### src/rtl/pfx_pkg.sv
// Package: shared encodings for the prefix scanner.
// Assumes four prefix groups, each holding a small nonzero code while a
// prefix of that group is in force; code 0 means "none".
package pfx_pkg;

    localparam int NUM_GROUPS = 4;
    localparam int GCODE_W    = 3;
    localparam int GIDX_W     = 2;

    // Group index; the order matters because slots are addressed by it.
    typedef enum logic [GIDX_W-1:0] {
        GRP_LOCKREP = 2'd0,
        GRP_SEG     = 2'd1,
        GRP_OPSZ    = 2'd2,
        GRP_ADSZ    = 2'd3
    } grp_t;

    // Lock/repeat group code.
    typedef enum logic [1:0] {
        G1_NONE  = 2'd0,
        G1_LOCK  = 2'd1,
        G1_REPNE = 2'd2,
        G1_REPE  = 2'd3
    } g1_code_t;

    // Segment group code.
    typedef enum logic [2:0] {
        G2_NONE = 3'd0,
        G2_ES   = 3'd1,
        G2_CS   = 3'd2,
        G2_SS   = 3'd3,
        G2_DS   = 3'd4,
        G2_FS   = 3'd5,
        G2_GS   = 3'd6
    } g2_code_t;

endpackage

### src/rtl/pfx_classify.sv
// Module: pfx_classify
// Purely combinational. Decides whether a byte is one of the eleven prefix
// codes, names its group and gives the code to store in that group's slot.
// Assumes the caller ignores grp_o/code_o when is_pfx_o is low.
module pfx_classify
    import pfx_pkg::*;
(
    input  logic [7:0]         byte_i,
    output logic               is_pfx_o,
    output grp_t               grp_o,
    output logic [GCODE_W-1:0] code_o
);

    // Map the byte onto prefix flag, group and per-group code.
    always_comb begin
        is_pfx_o = 1'b1;
        grp_o    = GRP_LOCKREP;
        code_o   = '0;
        case (byte_i)
            8'hF0: begin grp_o = GRP_LOCKREP; code_o = GCODE_W'(G1_LOCK);  end
            8'hF2: begin grp_o = GRP_LOCKREP; code_o = GCODE_W'(G1_REPNE); end
            8'hF3: begin grp_o = GRP_LOCKREP; code_o = GCODE_W'(G1_REPE);  end
            8'h26: begin grp_o = GRP_SEG;     code_o = G2_ES;              end
            8'h2E: begin grp_o = GRP_SEG;     code_o = G2_CS;              end
            8'h36: begin grp_o = GRP_SEG;     code_o = G2_SS;              end
            8'h3E: begin grp_o = GRP_SEG;     code_o = G2_DS;              end
            8'h64: begin grp_o = GRP_SEG;     code_o = G2_FS;              end
            8'h65: begin grp_o = GRP_SEG;     code_o = G2_GS;              end
            8'h66: begin grp_o = GRP_OPSZ;    code_o = GCODE_W'(1);        end
            8'h67: begin grp_o = GRP_ADSZ;    code_o = GCODE_W'(1);        end
            default: is_pfx_o = 1'b0;
        endcase
    end

endmodule

### src/rtl/pfx_group_state.sv
// Module: pfx_group_state
// One slot per prefix group. A write replaces the addressed slot, so the last
// prefix of a group wins and a repeated override stays set. A clear empties
// every slot and takes priority over a write.
// Assumes wr_en and clr_i are qualified by the caller.
module pfx_group_state
    import pfx_pkg::*;
#(
    parameter int N_GRP  = NUM_GROUPS,
    parameter int CODE_W = GCODE_W,
    parameter int IDX_W  = GIDX_W
) (
    input  logic                            clk,
    input  logic                            rst_n,
    input  logic                            wr_en,
    input  logic [IDX_W-1:0]                wr_idx,
    input  logic [CODE_W-1:0]               wr_code,
    input  logic                            clr_i,
    output logic [N_GRP-1:0][CODE_W-1:0]    slot_q
);

    for (genvar g = 0; g < N_GRP; g++) begin : g_slot
        // Hold the code of the most recent prefix of group g.
        always_ff @(posedge clk) begin
            if (!rst_n) begin
                slot_q[g] <= '0;
            end else if (clr_i) begin
                slot_q[g] <= '0;
            end else if (wr_en && (wr_idx == IDX_W'(g))) begin
                slot_q[g] <= wr_code;
            end
        end
    end

endmodule

### src/rtl/pfx_len_ctr.sv
// Module: pfx_len_ctr
// Counts prefix bytes of the current instruction. It reports a fault when the
// byte being taken would be prefix number MAX_LEN, because no opcode could
// then fit. The count returns to zero on an opcode or a fault.
// Assumes take_pfx and take_op are never high together.
module pfx_len_ctr #(
    parameter int MAX_LEN = 15,
    parameter int CNT_W   = $clog2(MAX_LEN + 1)
) (
    input  logic             clk,
    input  logic             rst_n,
    input  logic             take_pfx,
    input  logic             take_op,
    output logic [CNT_W-1:0] cnt_q,
    output logic             fault_o
);

    localparam logic [CNT_W-1:0] LAST_CNT = CNT_W'(MAX_LEN - 1);

    // Fault when the prefix being taken fills the whole length budget.
    assign fault_o = take_pfx && (cnt_q == LAST_CNT);

    // Advance on each prefix and restart at instruction boundaries.
    always_ff @(posedge clk) begin
        if (!rst_n) begin
            cnt_q <= '0;
        end else if (take_op || fault_o) begin
            cnt_q <= '0;
        end else if (take_pfx) begin
            cnt_q <= cnt_q + CNT_W'(1);
        end
    end

endmodule

### src/rtl/prefix_scanner.sv
// Module: prefix_scanner (top)
// Takes one instruction byte per cycle. Prefix bytes update the group slots.
// The first non-prefix byte produces a registered one-cycle result beat.
// A prefix run that reaches MAX_LEN produces a one-cycle fault and a reset of
// the state. Assumes the mode inputs are valid whenever an opcode byte is
// offered.
module prefix_scanner
    import pfx_pkg::*;
#(
    parameter int MAX_LEN = 15,
    parameter int CNT_W   = $clog2(MAX_LEN + 1)
) (
    input  logic             clk,
    input  logic             rst_n,
    input  logic             in_valid,
    input  logic [7:0]       in_data,
    output logic             in_ready,
    input  logic             mode_op32,
    input  logic             mode_ad32,
    output logic             out_valid,
    output logic             out_fault,
    output logic [1:0]       out_grp1,
    output logic [2:0]       out_grp2,
    output logic             out_opsz_ovr,
    output logic             out_adsz_ovr,
    output logic             out_op32,
    output logic             out_ad32,
    output logic [CNT_W-1:0] out_count,
    output logic [7:0]       out_opcode
);

    logic                                  is_pfx;
    grp_t                                  cls_grp;
    logic [GCODE_W-1:0]                    cls_code;
    logic                                  take_pfx;
    logic                                  take_op;
    logic                                  fault_now;
    logic [CNT_W-1:0]                      cnt_q;
    logic [NUM_GROUPS-1:0][GCODE_W-1:0]    slot_q;
    logic [1:0]                            st_g1;
    logic [2:0]                            st_g2;
    logic                                  st_opsz;
    logic                                  st_adsz;
    logic                                  unused_g1_msb;

    // The block never stalls the byte stream.
    assign in_ready = 1'b1;

    pfx_classify u_classify (
        .byte_i   (in_data),
        .is_pfx_o (is_pfx),
        .grp_o    (cls_grp),
        .code_o   (cls_code)
    );

    // Split the accepted byte into prefix and opcode events.
    assign take_pfx = in_valid && is_pfx;
    assign take_op  = in_valid && !is_pfx;

    pfx_len_ctr #(
        .MAX_LEN (MAX_LEN),
        .CNT_W   (CNT_W)
    ) u_len (
        .clk      (clk),
        .rst_n    (rst_n),
        .take_pfx (take_pfx),
        .take_op  (take_op),
        .cnt_q    (cnt_q),
        .fault_o  (fault_now)
    );

    pfx_group_state #(
        .N_GRP  (NUM_GROUPS),
        .CODE_W (GCODE_W),
        .IDX_W  (GIDX_W)
    ) u_state (
        .clk     (clk),
        .rst_n   (rst_n),
        .wr_en   (take_pfx),
        .wr_idx  (cls_grp),
        .wr_code (cls_code),
        .clr_i   (take_op || fault_now),
        .slot_q  (slot_q)
    );

    // Unpack the slots into the per-group fields.
    assign st_g1         = slot_q[GRP_LOCKREP][1:0];
    assign unused_g1_msb = slot_q[GRP_LOCKREP][GCODE_W-1];
    assign st_g2         = slot_q[GRP_SEG];
    assign st_opsz       = |slot_q[GRP_OPSZ];
    assign st_adsz       = |slot_q[GRP_ADSZ];

    // Pulse the result beat and the fault one cycle after the causing byte.
    always_ff @(posedge clk) begin
        if (!rst_n) begin
            out_valid <= 1'b0;
            out_fault <= 1'b0;
        end else begin
            out_valid <= take_op;
            out_fault <= fault_now;
        end
    end

    // Capture the resolved prefix fields when an opcode byte is taken.
    always_ff @(posedge clk) begin
        if (!rst_n) begin
            out_grp1     <= '0;
            out_grp2     <= '0;
            out_opsz_ovr <= 1'b0;
            out_adsz_ovr <= 1'b0;
            out_op32     <= 1'b0;
            out_ad32     <= 1'b0;
            out_count    <= '0;
            out_opcode   <= '0;
        end else if (take_op) begin
            out_grp1     <= st_g1;
            out_grp2     <= st_g2;
            out_opsz_ovr <= st_opsz;
            out_adsz_ovr <= st_adsz;
            out_op32     <= mode_op32 ^ st_opsz;
            out_ad32     <= mode_ad32 ^ st_adsz;
            out_count    <= cnt_q;
            out_opcode   <= in_data;
        end
    end

endmodule

### config.mk
export PLATFORM = sky130hd
export DESIGN_NAME = prefix_scanner
export DESIGN_NICKNAME = d
export VERILOG_FILES = /design/src/rtl/pfx_pkg.sv /design/src/rtl/pfx_classify.sv /design/src/rtl/pfx_group_state.sv /design/src/rtl/pfx_len_ctr.sv /design/src/rtl/prefix_scanner.sv
export SDC_FILE = /design/constraint.sdc
export NUM_CORES = 1
export LEC_CHECK = 0
export ABC_AREA = 1
export CAP_MARGIN = 20
export CORE_MARGIN = 4
export CORE_UTILIZATION = 40
export DETAILED_ROUTE_END_ITERATION = 7
export PLACE_DENSITY = 0.67
export REMOVE_ABC_BUFFERS = 1
export SYNTH_ARGS = -nofsm -noshare
export SYNTH_HDL_FRONTEND = slang
export SYNTH_SLANG_ARGS = --single-unit
### constraint.sdc
create_clock -name clk -period 2 [get_ports clk]
set_input_delay 0.5 -clock clk [delete_from_list [all_inputs] [get_ports clk]]
set_output_delay 0.5 -clock clk [all_outputs]
set_load 0.01 [all_outputs]
== After elaboration in Yosys (flattened, before gate mapping) ==
Index checks and enable logic that the tools add are counted.

* $lt $le $gt $ge: 0
* Reduce and logical (&&, ||, !) cells: 18
* Shift operators: 0
* Mux-type cells: 3
* Multipliers: 0
* Bitwise operators: 3
* Div/mod/pow operators: 0
* Add/sub/neg operators: 1
* Eq/ne operators: 15

{| class="wikitable"
|+ Operators by type and width
! operator !! count
|-
| $eq A8 B6 Y1 const B || 4
|-
| $eq A8 B7 Y1 const B || 4
|-
| $eq A8 B8 Y1 const B || 3
|-
| $pmux W3 S6 || 1
|-
| $reduce_or A11 Y1 || 1
|-
| $logic_and A1 B1 Y1 || 7
|-
| $pmux W2 S3 || 1
|-
| $reduce_or A2 Y1 || 3
|-
| $reduce_or A3 Y1 || 2
|-
| $reduce_or A6 Y1 || 1
|-
| $add A4 B1 Y4 const B || 1
|-
| $eq A2 B2 Y1 const B || 2
|-
| $eq A4 B4 Y1 const B || 1
|-
| $reduce_or A4 Y1 || 1
|-
| $eq A2 B1 Y1 const B || 1
|-
| $logic_not A2 Y1 || 1
|-
| $xor A1 B1 Y1 || 2
|-
| $logic_not A1 Y1 || 1
|-
| $logic_or A1 B1 Y1 || 1
|-
| $mux W1 || 1
|-
| $not A1 Y1 || 1
|}

* Bits in latches: 0
* Flip-flop bits (word level): 38
* Output and inout bits: 24
* Memory bits (writable): 0
* Word-level logic and storage cells: 55
* ROM bits: 0
* Memories kept: 0

== Logic depth before layout (Yosys ltp) ==
Gate-level depths: netlist of the first run.

* Depth after elaboration: 7
* Depth in mapped cells: 12
* Depth with buffers taken out: 12

== Cells and area by module ==
Synthesis of the first run repeated with hierarchy kept, for this count alone.

* Cells, all modules: 292
* Area total of the unflattened synthesis: 1916.8 µm²

{| class="wikitable"
|+ Modules (own cells, without submodules)
! module !! area each (µm²) !! instances !! cells each
|-
| prefix_scanner || 883.3 || 1 || 116
|-
| pfx_group_state || 536.8 || 1 || 82
|-
| pfx_classify || 276.5 || 1 || 61
|-
| pfx_len_ctr || 220.2 || 1 || 33
|}

== Worst setup path after synthesis of the first run ==
No wires, ideal clock.

* Kind: input-to-reg
* Start point: input port in_data[4]
* End point: register out_count[1]
* Path buffers: 1
* Path slack: 352 ps
* Setup time: 112 ps
* Arrival: 1536 ps
* Stages on the path: 12
* Required time: 1888 ps
* Cells stage by stage: inv_1 -> nand2_1 -> nor2_1 -> nand2_1 -> nand2_1 -> nor2_4 -> nand4_4 -> nand2_1 -> inv_2 -> buf_4 -> nand2_1 -> nand2_1

* Longest elaborated chain between the ends: 5
* Elaborated cells between the ends (all ways): 15
* Classes of those cells: eq/ne: 11; mux: 1; reduce/logical: 3

{| class="wikitable"
|+ Ends and longest elaborated chain
! what !! RTL line !! RTL
|-
| from (decl) || prefix_scanner.sv:16 || <nowiki>input logic [7:0] in_data,</nowiki>
|-
| $eq A8 B8 Y1, or another cell as far along || pfx_classify.sv:19 || <nowiki>case (byte_i)</nowiki>
|-
| $reduce_or A11 Y1 (no line) (*) || -- ||
|-
| $mux W1 (*) || pfx_classify.sv:19 ||
|-
| $logic_not A1 Y1 (*) || prefix_scanner.sv:58 || <nowiki>assign take_op = in_valid && !is_pfx;</nowiki>
|-
| $logic_and A1 B1 Y1 (*) || prefix_scanner.sv:58 ||
|-
| to (signal assigned) || prefix_scanner.sv:122 || <nowiki>out_count <= cnt_q;</nowiki>
|-
| to (decl) || prefix_scanner.sv:28 || <nowiki>output logic [CNT_W-1:0] out_count,</nowiki>
|}

Mark *: on every way between the ends. The rest lies on a longest branch, timed or not.
A chain may end at the register's enable or synchronous reset.

== Worst setup path in the final report of the first run ==
* Start point: input port in_data[1]
* End point: register u_state.slot_q[9] in the netlist's numbering

* Longest elaborated chain between the ends: 7
* Elaborated cells between the ends (all ways): 27
* Classes of those cells: eq/ne: 12; mux: 3; reduce/logical: 12

{| class="wikitable"
|+ Ends and longest elaborated chain
! what !! RTL line !! RTL
|-
| $eq A8 B8 Y1, or another cell as far along || pfx_classify.sv:19 ||
|-
| $reduce_or A11 Y1 (no line) || -- ||
|-
| $mux W1 || pfx_classify.sv:19 ||
|-
| $logic_not A1 Y1 / $logic_and A1 B1 Y1 (equally long branches) || prefix_scanner.sv:58, prefix_scanner.sv:57 ||
|-
| $logic_and A1 B1 Y1, on equally long branches || prefix_scanner.sv:58, pfx_len_ctr.sv:21 ||
|-
| $logic_or A1 B1 Y1 || prefix_scanner.sv:82 || <nowiki>.clr_i (take_op || fault_now),</nowiki>
|-
| $reduce_or A2 Y1 (no line) || -- ||
|-
| to (signal, indexed assignment) || pfx_group_state.sv:30 || <nowiki>slot_q[g] <= wr_code;</nowiki>
|-
| to (decl) || pfx_group_state.sv:19 || <nowiki>output logic [N_GRP-1:0][CODE_W-1:0] slot_q</nowiki>
|}

Parallel ways exist; a longest one is shown, timed or not.

==> impl_results.md, run 1 <==
* Status: complete, no violations
* DR WL/cell at around 12 um
* Async S/R FF share, synth at 0
* Mapped cell area at 0.00177 mm2
* Via count at 1653
* Final setup fails at 0
* PD cells at 582 mW/mm2
* Synth cell count leaders: nand2_1 (81), dfxtp_1 (38), inv_1 (18)
* Fin. Hold Viols at 0
* Number of synthesized flops with an enable pin at 0
* Syn Inst Count at 233
* Yosys top cell by area: dfxtp_1
* Row cnt at 23
* RePlAce Congestion at 0.783
* Dpl cell area at approximately 0.0024 mm2
* Met3 wire length at 150 um
* First-pass GRT wire length at 6.48 mm
* IO buf count at 35
* Synth area leaders: dfxtp_1 (43%), nand2_1 (17%), inv_1 (3.8%), nor2_4 (3.2%), nand3_1 (3.1%)
* Clock root buffer: clkbuf_8
* Cells along the critical path: dlymetal6s2s_1, inv_2, nand2_2, nor2_1, nand2_2, nand2_2, nor2_4, nand3_4, nand3_4, nand3_4, clkbuf_16, a21oi_2
* Total Wirelength at 4.40 mm
* Most common cell in the netlist: nand2_1
* Clk_skew at 0.00989 ns
* I/O pin cnt at 37
* Seq/Total Area, Yosys at 0.430
* Overall power at 0.00157 W
* FMAX at 580 MHz
* Min cycle time layout at 1.72 ns
* Met2 WL at 2.16 mm
* Final Cycle Share at 0.861
* Initial antenna violation count at 0
* H-tree levels at 2
* Family with the most delay on the worst path: simple AND/OR/NAND/NOR gates
* Syn Area/Cell at 7.59 um2
* Worst vdd rail ir drop at 0.298 mV
* Worst Path Arrival at 1.96 ns
* Final hold slack at 0.444 ns
* Ratio of cells with drive above 1 in the final layout at 0.338
* Post-route insts no fill at 361
* Critical-path cell with the highest stage delay: dlymetal6s2s_1
* Core box area at between 0.004 and 0.005 mm2
* Clk_lat worst skew at 0.30 ns
* Total CTS buffers at 5
* Max stage delay on crit path at 0.19 ns
* Yosys top cell area share at 0.430
* Most used flip-flop cell after synthesis: dfxtp_1
* Initial Util at 0.427
* LEAKAGE at 1.25 nW
* DP Wirelength at around 3 mm
* Total track usage at 0.154
* # DRC at 0
* Fin area at 0.00270 mm2
* Max Cap Violations at 0
* Antenna diode count at 0
* Ys Warns at 0
* Startpoint types: input pin
* Die footprint at roughly 0.0055 mm2
* DRT iter0 DRCs at between 60 and 70
* Vias in the first global route at roughly 1500
* Reg clk slew, reported paths at 0.08 ns
* Inst Count DP at 345
* Kind of critical path: input pin to register
* NumNets Final at roughly 330
* R2r setup slk at 0.64 ns
* Layout fillers at 372
* Pre-antenna DRT Iters at 4
* Max Slew Vio Count at 0
* Worst Path Required at 2.24 ns
* TritonCTS clock tree: built
* Metal-1 WL at 2.00 mm
* RSZ-0062 raised after global routing: false
* Clock buffer depth at 2
* Congestion Overflow GR at 0
* Top routing layer used: met4
* Hold Crit Class: register to register
* Die Width at 74.5 um
* Flops & latches, synth at 38
* Worst-path fanout max at 8
* Area Growth Syn to Fin at 52.5%
* Post-route ant nets at 0
* Largest net degree at the start of global routing at 22
* Vias per std cell at 4.58
* Clk sinks at 38
* Buffers plus inverters on the worst setup path at 3
* Synth unique cells at 29
* CP Capture Type: register
* Die Height at 74.5 um
[final timing paths]
check                 startpoint                end  depth (start not counted)
setup / recovery      in_data[1]  u_state.slot_q[9]                         12
hold / removal       out_grp2[1]        out_grp2[1]                          2
setup reg to reg  u_len.cnt_q[0]  u_state.slot_q[9]                          8
hold reg to reg      out_grp2[1]        out_grp2[1]                          2
[through the flow]
stage           util  setup WS, ns  setup TNS (ns)
2_1_floorplan      -         0.241               0
3_3_place_gp   0.576        -0.324          -10.73
3_5_place_dp   0.576        -0.382          -12.06
4_1_cts        0.600      0.000554               0
5_1_grt        0.651         0.150               0
6_report       0.651         0.277               0
[cells in the final DEF, fill, tap and decap left out, types with 6 or more instances in the layout]
| cell type | instances |
|---|---|
| nand3_1 | 10 |
| clkbuf_8 | 6 |
| nand4_1 | 6 |
| nor2_2 | 9 |
| dfxtp_1 | 38 |
| o21ai_1 | 10 |
| nand2_1 | 68 |
| a21oi_2 | 7 |
| nor2_4 | 9 |
| inv_2 | 7 |
| inv_1 | 16 |
| clkdlybuf4s50_1 | 27 |
| buf_4 | 38 |
| nand2_2 | 13 |
| nor2_1 | 6 |
| dlymetal6s2s_1 | 8 |
[metal layers]
metal / vias to the layer above / track usage
li1: 882 / -
met2: 26 / 0.255
met3: 8 / 0.0324
met4: 0 / 0.0771
met5: - / 0
met1: 737 / 0.189
[flip-flops by register name, indices dropped and copies added, names as in the netlist, 2 cells and up]
register        cells
out_opcode          8
u_state.slot_q     11
out_grp2            3
u_len.cnt_q         4
out_grp1            2
out_count           4
[worst register-to-register path, cell delays in order (launching register included)]
cell and delay [ns]:
dfxtp_1 0.39, inv_1 0.09, ha_1 0.19, nand3_1 0.08
inv_1 0.06, nand3_4 0.10, nand3_4 0.11, clkbuf_16 0.19
a21oi_2 0.09
[cell families after synthesis]
kind of cell,after synthesis,share of synthesized area
xor gates and xnor gates,4,0.0198
buffers and inverters,31,0.0856
AOI/OAI and AO/OA,21,0.0729
other,1,0.00212
and+or+nand+nor,136,0.375
adders and majority gates,2,0.0142
DFF,38,0.430
[report_power, final]
part	leakage [nW]	switching (W)	internal, W
combinational	0.899	0.000112	0.000110
clock	0.0472	0.000293	0.000277
sequential	0.308	0.00000689	0.000770
total	1.25	0.000412	0.00116
[cell type report]
type | count | area (um2) | share of cell area
inverters | 24 | 95.1 | 0.0353
clock inverters | 2 | 12.5 | 0.00464
multi-input cells | 164 | 965 | 0.358
clock buffers | 6 | 82.6 | 0.0306
repair inverters | 1 | 6.26 | 0.00232
repair buffers | 76 | 712 | 0.264
well taps | 50 | 62.6 | 0.0232
flip-flops and latches | 38 | 761 | 0.282
[timing repair]
action | in CTS | in global routing
endpoints found under the hold margin | 0 | 0
hold buffers | 0 | 0
setup buffers | 0 | 6
gates resized for setup | 2 | 44
cloned | 0 | 2
pin swaps | 0 | 11
setup endpoints to repair | 24 | 36
Power figures use the tool's default switching activity.
==> inputs of run 2 (changes only) <==
--- a/config.mk
+++ b/config.mk
@@ -10,7 +10,7 @@
 export CORE_MARGIN = 4
 export CORE_UTILIZATION = 40
 export DETAILED_ROUTE_END_ITERATION = 7
-export PLACE_DENSITY = 0.67
+export PLACE_DENSITY_LB_ADDON = 0.3
 export REMOVE_ABC_BUFFERS = 1
 export SYNTH_ARGS = -nofsm -noshare
 export SYNTH_HDL_FRONTEND = slang
==> run 2 against run 1 <==
Against the previous run: routed wire length decreased by 2.1%; clock-buffer cell count decreased by 1; critical path depth unchanged; total power increased by 13%; die area unchanged; sequential cell count unchanged; sequential share of layout area increased by 0.33 points.
==> impl_results.md, run 2 (synthesis gave the netlist of run 1 again) <==
* Initial Util at 0.427 (unchanged)
* Worst-path fanout max at 8 (unchanged)
* Die footprint at 0.00555 mm2 (unchanged)
* Initial antenna violation count at 0 (unchanged)
* Overall power at 0.00177 W (was 0.00157 W)
* Crit Reg-Reg Startpoint: u_len.cnt_q[0] (unchanged)
* Cells along the critical path: dlymetal6s2s_1, inv_2, nand2_2, nor2_1, nand2_1, nand2_2, nor2_4, nand3_4, nand3_4, nand3_4, buf_12, a21oi_1 (was dlymetal6s2s_1, inv_2, nand2_2, nor2_1, nand2_2, nand2_2, nor2_4, nand3_4, nand3_4, nand3_4, clkbuf_16, a21oi_2)
* Total Wirelength at 4.31 mm (was 4.40 mm)
* Post-route ant nets at 0 (unchanged)
* Via count at 1664 (was 1653)
* Kind of critical path: input pin to register (unchanged)
* IO buf count at 35 (unchanged)
* Max Cap Violations at 0 (unchanged)
* Final Cycle Share at 0.892 (was 0.861)
* Clk sinks at 38 (unchanged)
* Clock buffer depth at 2 (unchanged)
* LEAKAGE at 1.24 nW (was 1.25 nW)
* Most frequent cells in the layout: nand2_1 (71), dfxtp_1 (38), buf_4 (32) (was nand2_1 (68), dfxtp_1 (38), buf_4 (38))
* Total track usage at 0.150 (was 0.154)
* Commonest non-fill, non-tap cell in the layout: nand2_1 (unchanged)
* Clock root buffer: clkbuf_8 (unchanged)
* Vias per std cell at 4.69 (was 4.58)
* Die Width at 74.5 um (unchanged)
* RePlAce Congestion at 0.827 (was 0.783)
* Max stage delay on crit path at 0.19 ns (about the same)
* Max reg flops at 11 (unchanged)
* Final setup fails at 0 (unchanged)
* Beginning of the critical path: in_data[1] (unchanged)
* Clk_lat worst skew at 0.29 ns (was 0.30 ns)
* Register Area at 761 um2 (unchanged)
* DRT iter0 DRCs at 54 (was 67)
* Pre-CTS setup slack at -0.369 ns (was -0.382 ns)
* DR WL/cell at 12.1 um (was 12.2 um)
* Die Height at 74.5 um (unchanged)
* Launch point of the worst hold path: out_grp1[0] (was out_grp2[1])
* Startpoint types: input pin (unchanged)
* Most used cell, CP: nand3_4
* Area Growth Syn to Fin at 50.7% (was 52.5%)
* CP Capture Type: register (unchanged)
* RSZ-0062 raised after global routing: false (unchanged)
* PD cells at 663 mW/mm2 (was 582 mW/mm2)
* FMAX at 560 MHz (was 580 MHz)
* Status: complete, no violations (unchanged)
* Core box area at 0.00414 mm2 (unchanged)
* NumNets Final at 319 (was 325)
* Antenna diode count at 0 (unchanged)
* Congestion Overflow GR at 0 (unchanged)
* Worst vdd rail ir drop at 0.405 mV (was 0.298 mV)
* Reg clk slew, reported paths at 0.08 ns (about the same)
* Max Slew Vio Count at 0 (unchanged)
* Min cycle time layout at 1.78 ns (was 1.72 ns)
* Inst Count DP at 342 (was 345)
* I/O pin cnt at 37 (unchanged)
* Layout fillers at 353 (was 372)
* Worst Path Required at 2.22 ns (was 2.24 ns)
* Largest net degree at the start of global routing at 22 (unchanged)
* Setup ws final at 0.216 ns (was 0.277 ns)
* Ratio of cells with drive above 1 in the final layout at 0.305 (was 0.338)
* Row cnt at 23 (unchanged)
* Dpl cell area at 0.00236 mm2 (was 0.00239 mm2)
* Total CTS buffers at 5 (unchanged)
* TritonCTS clock tree: built (unchanged)
* Post-route insts no fill at 355 (was 361)
* Fin area at 0.00267 mm2 (was 0.00270 mm2)
* Fin. Hold Viols at 0 (unchanged)
* Critical-path cell with the highest stage delay: nor2_4 (was dlymetal6s2s_1)
* Vias in the first global route at 1457 (was 1498)
* Multi-input logic area at 936 um2 (was 965 um2)
* Clk_skew at 0.00826 ns (was 0.00989 ns)
* DP Wirelength at 3.00 mm (was 3.05 mm)
* Pre-antenna DRT Iters at 4 (unchanged)
* # DRC at 0 (unchanged)
* Hold Crit Class: register to register (unchanged)
* Largest regs: u_state.slot_q: 11 flops, out_opcode: 8 flops (unchanged)
* Worst Path Arrival at 2.01 ns (was 1.96 ns)
* First-pass GRT wire length at 6.42 mm (was 6.48 mm)
* H-tree levels at 2 (unchanged)
* Largest Register: u_state.slot_q (unchanged)
[run 2: cell count changes in the layout (fill, tap and decap cells not counted), moves of 2 or more]
cell,before,now
nand2_1,68,71
nand2_2,13,10
bufinv_16,0,2
buf_4,38,32
nor2_4,9,7
[run 2: through the flow]
stage,setup TNS [ns],hold slack (ns),utilization
after CTS,0,0.445,0.605
after global placement,-10.58,0.429,0.571
after detailed placement,-11.60,0.431,0.571
after floorplan,0,0.421,-
after global routing,0,0.462,0.643
final,0,0.444,0.643
[run 2: repair_timing]
item,4_1_cts,5_1_grt
buffers inserted,0,3
hold buffers,0,0
pin swaps,0,9
gates resized for setup,2,36
cloned,0,2
endpoints found under the setup margin,24,36
[run 2: path summary, 6_finish.rpt]
path / slack [ns] / to / depth (start not counted)
max: 0.22 / u_state.slot_q[6] / 12
max reg2reg: 0.66 / u_state.slot_q[6] / 8
min: 0.44 / out_grp1[0] / 2
min reg2reg: 0.44 / out_grp1[0] / 2
[run 2: cell type report]
cell class,count,share of cell area
timing repair buffer,70,0.250
clock inverter,3,0.0258
inverter,24,0.0357
multi-input combinational,164,0.351
sequential,38,0.285
clock buffer,5,0.0258
tap,50,0.0235
timing repair inverter,1,0.00235
[run 2: where the power goes]
part / total (W) / switching (W) / internal [W] / leakage [nW]
Sequential: 0.000777 / 0.00000690 / 0.000770 / 0.308
Combinational: 0.000211 / 0.000107 / 0.000104 / 0.867
Clock: 0.000780 / 0.000280 / 0.000500 / 0.0683
[run 2: critical path: cells and delay by family]
kind	cells	cell delay, ns
AO/OA/AOI/OAI	1	0.12
buffers and inverters	3	0.45
AND/OR/NAND/NOR	8	0.95
[run 2: routing by layer]
metal | vias to the layer above | GRT usage | part of all wire
met3 | 2 | 0.0324 | 0.032
met2 | 26 | 0.242 | 0.49
met1 | 760 | 0.197 | 0.47
met4 | 0 | 0.0593 | 0.0088
li1 | 876 | - | -
met5 | - | 0 | 0
==> inputs of run 3 (changes only) <==
--- a/config.mk
+++ b/config.mk
@@ -6,11 +6,12 @@
 export NUM_CORES = 1
 export LEC_CHECK = 0
 export ABC_AREA = 1
+export ABC_CLOCK_PERIOD_IN_PS = 2000
 export CAP_MARGIN = 20
 export CORE_MARGIN = 4
 export CORE_UTILIZATION = 40
 export DETAILED_ROUTE_END_ITERATION = 7
-export PLACE_DENSITY_LB_ADDON = 0.3
+export PLACE_DENSITY = 0.66
 export REMOVE_ABC_BUFFERS = 1
 export SYNTH_ARGS = -nofsm -noshare
 export SYNTH_HDL_FRONTEND = slang
==> run 3 against run 2 <==
Against the previous run: worst setup slack worse by 0.053 ns; global-route usage up 1.2 points; via count up 0.12%; clock power about the same; cell area up 0.28%; first-iteration DRC count up 37%; maximum frequency down 2.9%; sequential power about the same; die area unchanged; largest power group unchanged.
==> impl_results.md, run 3 (synthesis gave the netlist of run 1 again) <==
* DP Wirelength at 2.95 mm (was 3.00 mm)
* Top routing layer used: met4 (unchanged)
* DR WL/cell at 12.5 um (was 12.1 um)
* Core Util, Final at 0.645 (was 0.643)
* Clock buffer depth at 2 (unchanged)
* RSZ-0062 raised after global routing: false (unchanged)
* Pre-CTS setup slack at -0.387 ns (was -0.369 ns)
* Total track usage at 0.163 (was 0.150)
* # DRC at 0 (unchanged)
* Reg clk slew, reported paths at 0.08 ns (about the same)
* Max Cap Violations at 0 (unchanged)
* Clock root buffer: clkbuf_8 (unchanged)
* Fin. Hold Viols at 0 (unchanged)
* Startpoint types: input pin (unchanged)
* Largest regs: u_state.slot_q: 11 flops, out_opcode: 8 flops (unchanged)
* Core box area at 0.00414 mm2 (unchanged)
* Clk_skew at 0.00275 ns (was 0.00826 ns)
* I/O pin cnt at 37 (unchanged)
* Layout fillers at 357 (was 353)
* Die footprint at 0.00555 mm2 (unchanged)
* Final setup fails at 0 (unchanged)
* Clock group share of total power at 0.440 (was 0.441)
* H-tree levels at 2 (unchanged)
* IO buf count at 35 (unchanged)
* Kind of critical path: input pin to register (unchanged)
* Register Area at 761 um2 (unchanged)
* Post-route insts no fill at 352 (was 355)
* Largest net degree at the start of global routing at 14 (was 22)
* Clk sinks at 38 (unchanged)
* DRT iter0 DRCs at 74 (was 54)
* Commonest non-fill, non-tap cell in the layout: nand2_1 (unchanged)
* Total CTS buffers at 5 (unchanged)
* Setup ws final at 0.163 ns (was 0.216 ns)
* NumNets Final at 316 (was 319)
* Min cycle time layout at 1.84 ns (was 1.78 ns)
* Clk_lat worst skew at 0.29 ns (about the same)
* Gate power share at 0.123 (was 0.119)
* First-pass GRT wire length at 6.87 mm (was 6.42 mm)
* Status: complete, no violations (unchanged)
* Congestion Overflow GR at 0 (unchanged)
* Multi-input logic area at 958 um2 (was 936 um2)
* RePlAce Congestion at 0.803 (was 0.827)
* Via count at 1666 (was 1664)
* Max Slew Vio Count at 0 (unchanged)
* Most frequent cells in the layout: nand2_1 (69), dfxtp_1 (38), buf_4 (29) (was nand2_1 (71), dfxtp_1 (38), buf_4 (32))
* Metal-1 WL at 2.00 mm (was 2.02 mm)
* PD cells at 665 mW/mm2 (was 663 mW/mm2)
* Die Height at 74.5 um (unchanged)
* Max reg flops at 11 (unchanged)
* Post-route ant nets at 0 (unchanged)
* Vias per std cell at 4.73 (was 4.69)
* Met3 wire length at 143 um (was 137 um)
* Hold Crit Class: register to register (unchanged)
* Vias in the first global route at 1516 (was 1457)
* Ratio of cells with drive above 1 in the final layout at 0.315 (was 0.305)
* Final hold slack at 0.442 ns (was 0.444 ns)
* Switching share of power at 0.225 (was 0.223)
* Internal power at 0.00138 W (was 0.00137 W)
* Inst Count DP at 338 (was 342)
* Worst Path Arrival at 2.07 ns (was 2.01 ns)
* FMAX at 544 MHz (was 560 MHz)
* Area Growth Syn to Fin at 51.2% (was 50.7%)
* Total Wirelength at 4.40 mm (was 4.31 mm)
* LEAKAGE at 1.23 nW (was 1.24 nW)
* Initial Util at 0.427 (unchanged)
* Reg power frac at 0.437 (was 0.440)
* Worst vdd rail ir drop at 0.346 mV (was 0.405 mV)
* Sum of negative setup slack at 0 ns (unchanged)
* Antenna diode count at 0 (unchanged)
* Row cnt at 23 (unchanged)
* Final Cycle Share at 0.918 (was 0.892)
* Largest Register: u_state.slot_q (unchanged)
* Met2 WL at 2.17 mm (was 2.11 mm)
* Pre-antenna DRT Iters at 4 (unchanged)
* CP Capture Type: register (unchanged)
* TritonCTS clock tree: built (unchanged)
* Worst-path fanout max at 7 (was 8)
* Switch Pwr at 0.000400 W (was 0.000394 W)
* Worst Path Required at 2.23 ns (was 2.22 ns)
* Initial antenna violation count at 0 (unchanged)
* Die Width at 74.5 um (unchanged)
## run 3: metrics by stage
| step | cell area, um2 | power (W) |
|---|---|---|
| detailed placement | 2330 | 0.000979 |
| floorplan | 1710 | 0.000865 |
| finish | 2670 | 0.00178 |
| global placement | 2330 | 0.000978 |
| global route | 2670 | 0.00184 |
| CTS | 2510 | 0.00176 |
## run 3: repair_timing
item / in CTS / in global routing
cloned: 1 / 1
hold endpoints to repair: 0 / 0
setup buffers: 1 / 3
gates resized for setup: 8 / 36
endpoints found under the setup margin: 36 / 36
pin swaps: 1 / 12
hold buffers: 0 / 0
## run 3: final timing paths
check	cells past startpoint	end	start	slack, ns
setup / recovery	12	u_len.cnt_q[3]	in_data[1]	0.16
hold / removal	2	u_state.slot_q[8]	u_state.slot_q[8]	0.44
setup reg to reg	8	u_len.cnt_q[3]	u_len.cnt_q[0]	0.61
hold reg to reg	2	u_state.slot_q[8]	u_state.slot_q[8]	0.44
## run 3: power groups by stage
stage | clock, W | combinational (W) | sequential, W
after CTS | 0.000794 | 0.000192 | 0.000777
after detailed placement | 0 | 0.000184 | 0.000795
after floorplan | 0 | 0.0000633 | 0.000802
after global placement | 0 | 0.000183 | 0.000795
final | 0.000781 | 0.000219 | 0.000777
after global routing | 0.000826 | 0.000236 | 0.000778
## run 3: worst max-delay path: stages
cell and delay [ns]:
dlygate4sd2_1 0.31, inv_2 0.10, nand2_2 0.10, nor2_1 0.06, nand2_1 0.10, nand2_2 0.07
nor2_4 0.15, nand3_4 0.15, nand3_4 0.14, nand3_4 0.12, clkbuf_16 0.19, a21oi_2 0.09
## run 3: layer usage
layer | up-vias | global-route usage
met4 | 0 | 0.0751
li1 | 866 | -
met3 | 10 | 0.0378
met1 | 762 | 0.206
met5 | - | 0
met2 | 28 | 0.262
## run 3: layout make-up
cell class                      count  area share
Timing Repair Buffer               67       0.243
Sequential cell                    38       0.285
Clock inverter                      3      0.0257
Multi-Input combinational cell    164       0.359
Timing Repair inverter              1     0.00234
Clock buffer                        5      0.0257
Inverter                           24      0.0365
Tap cell                           50      0.0234
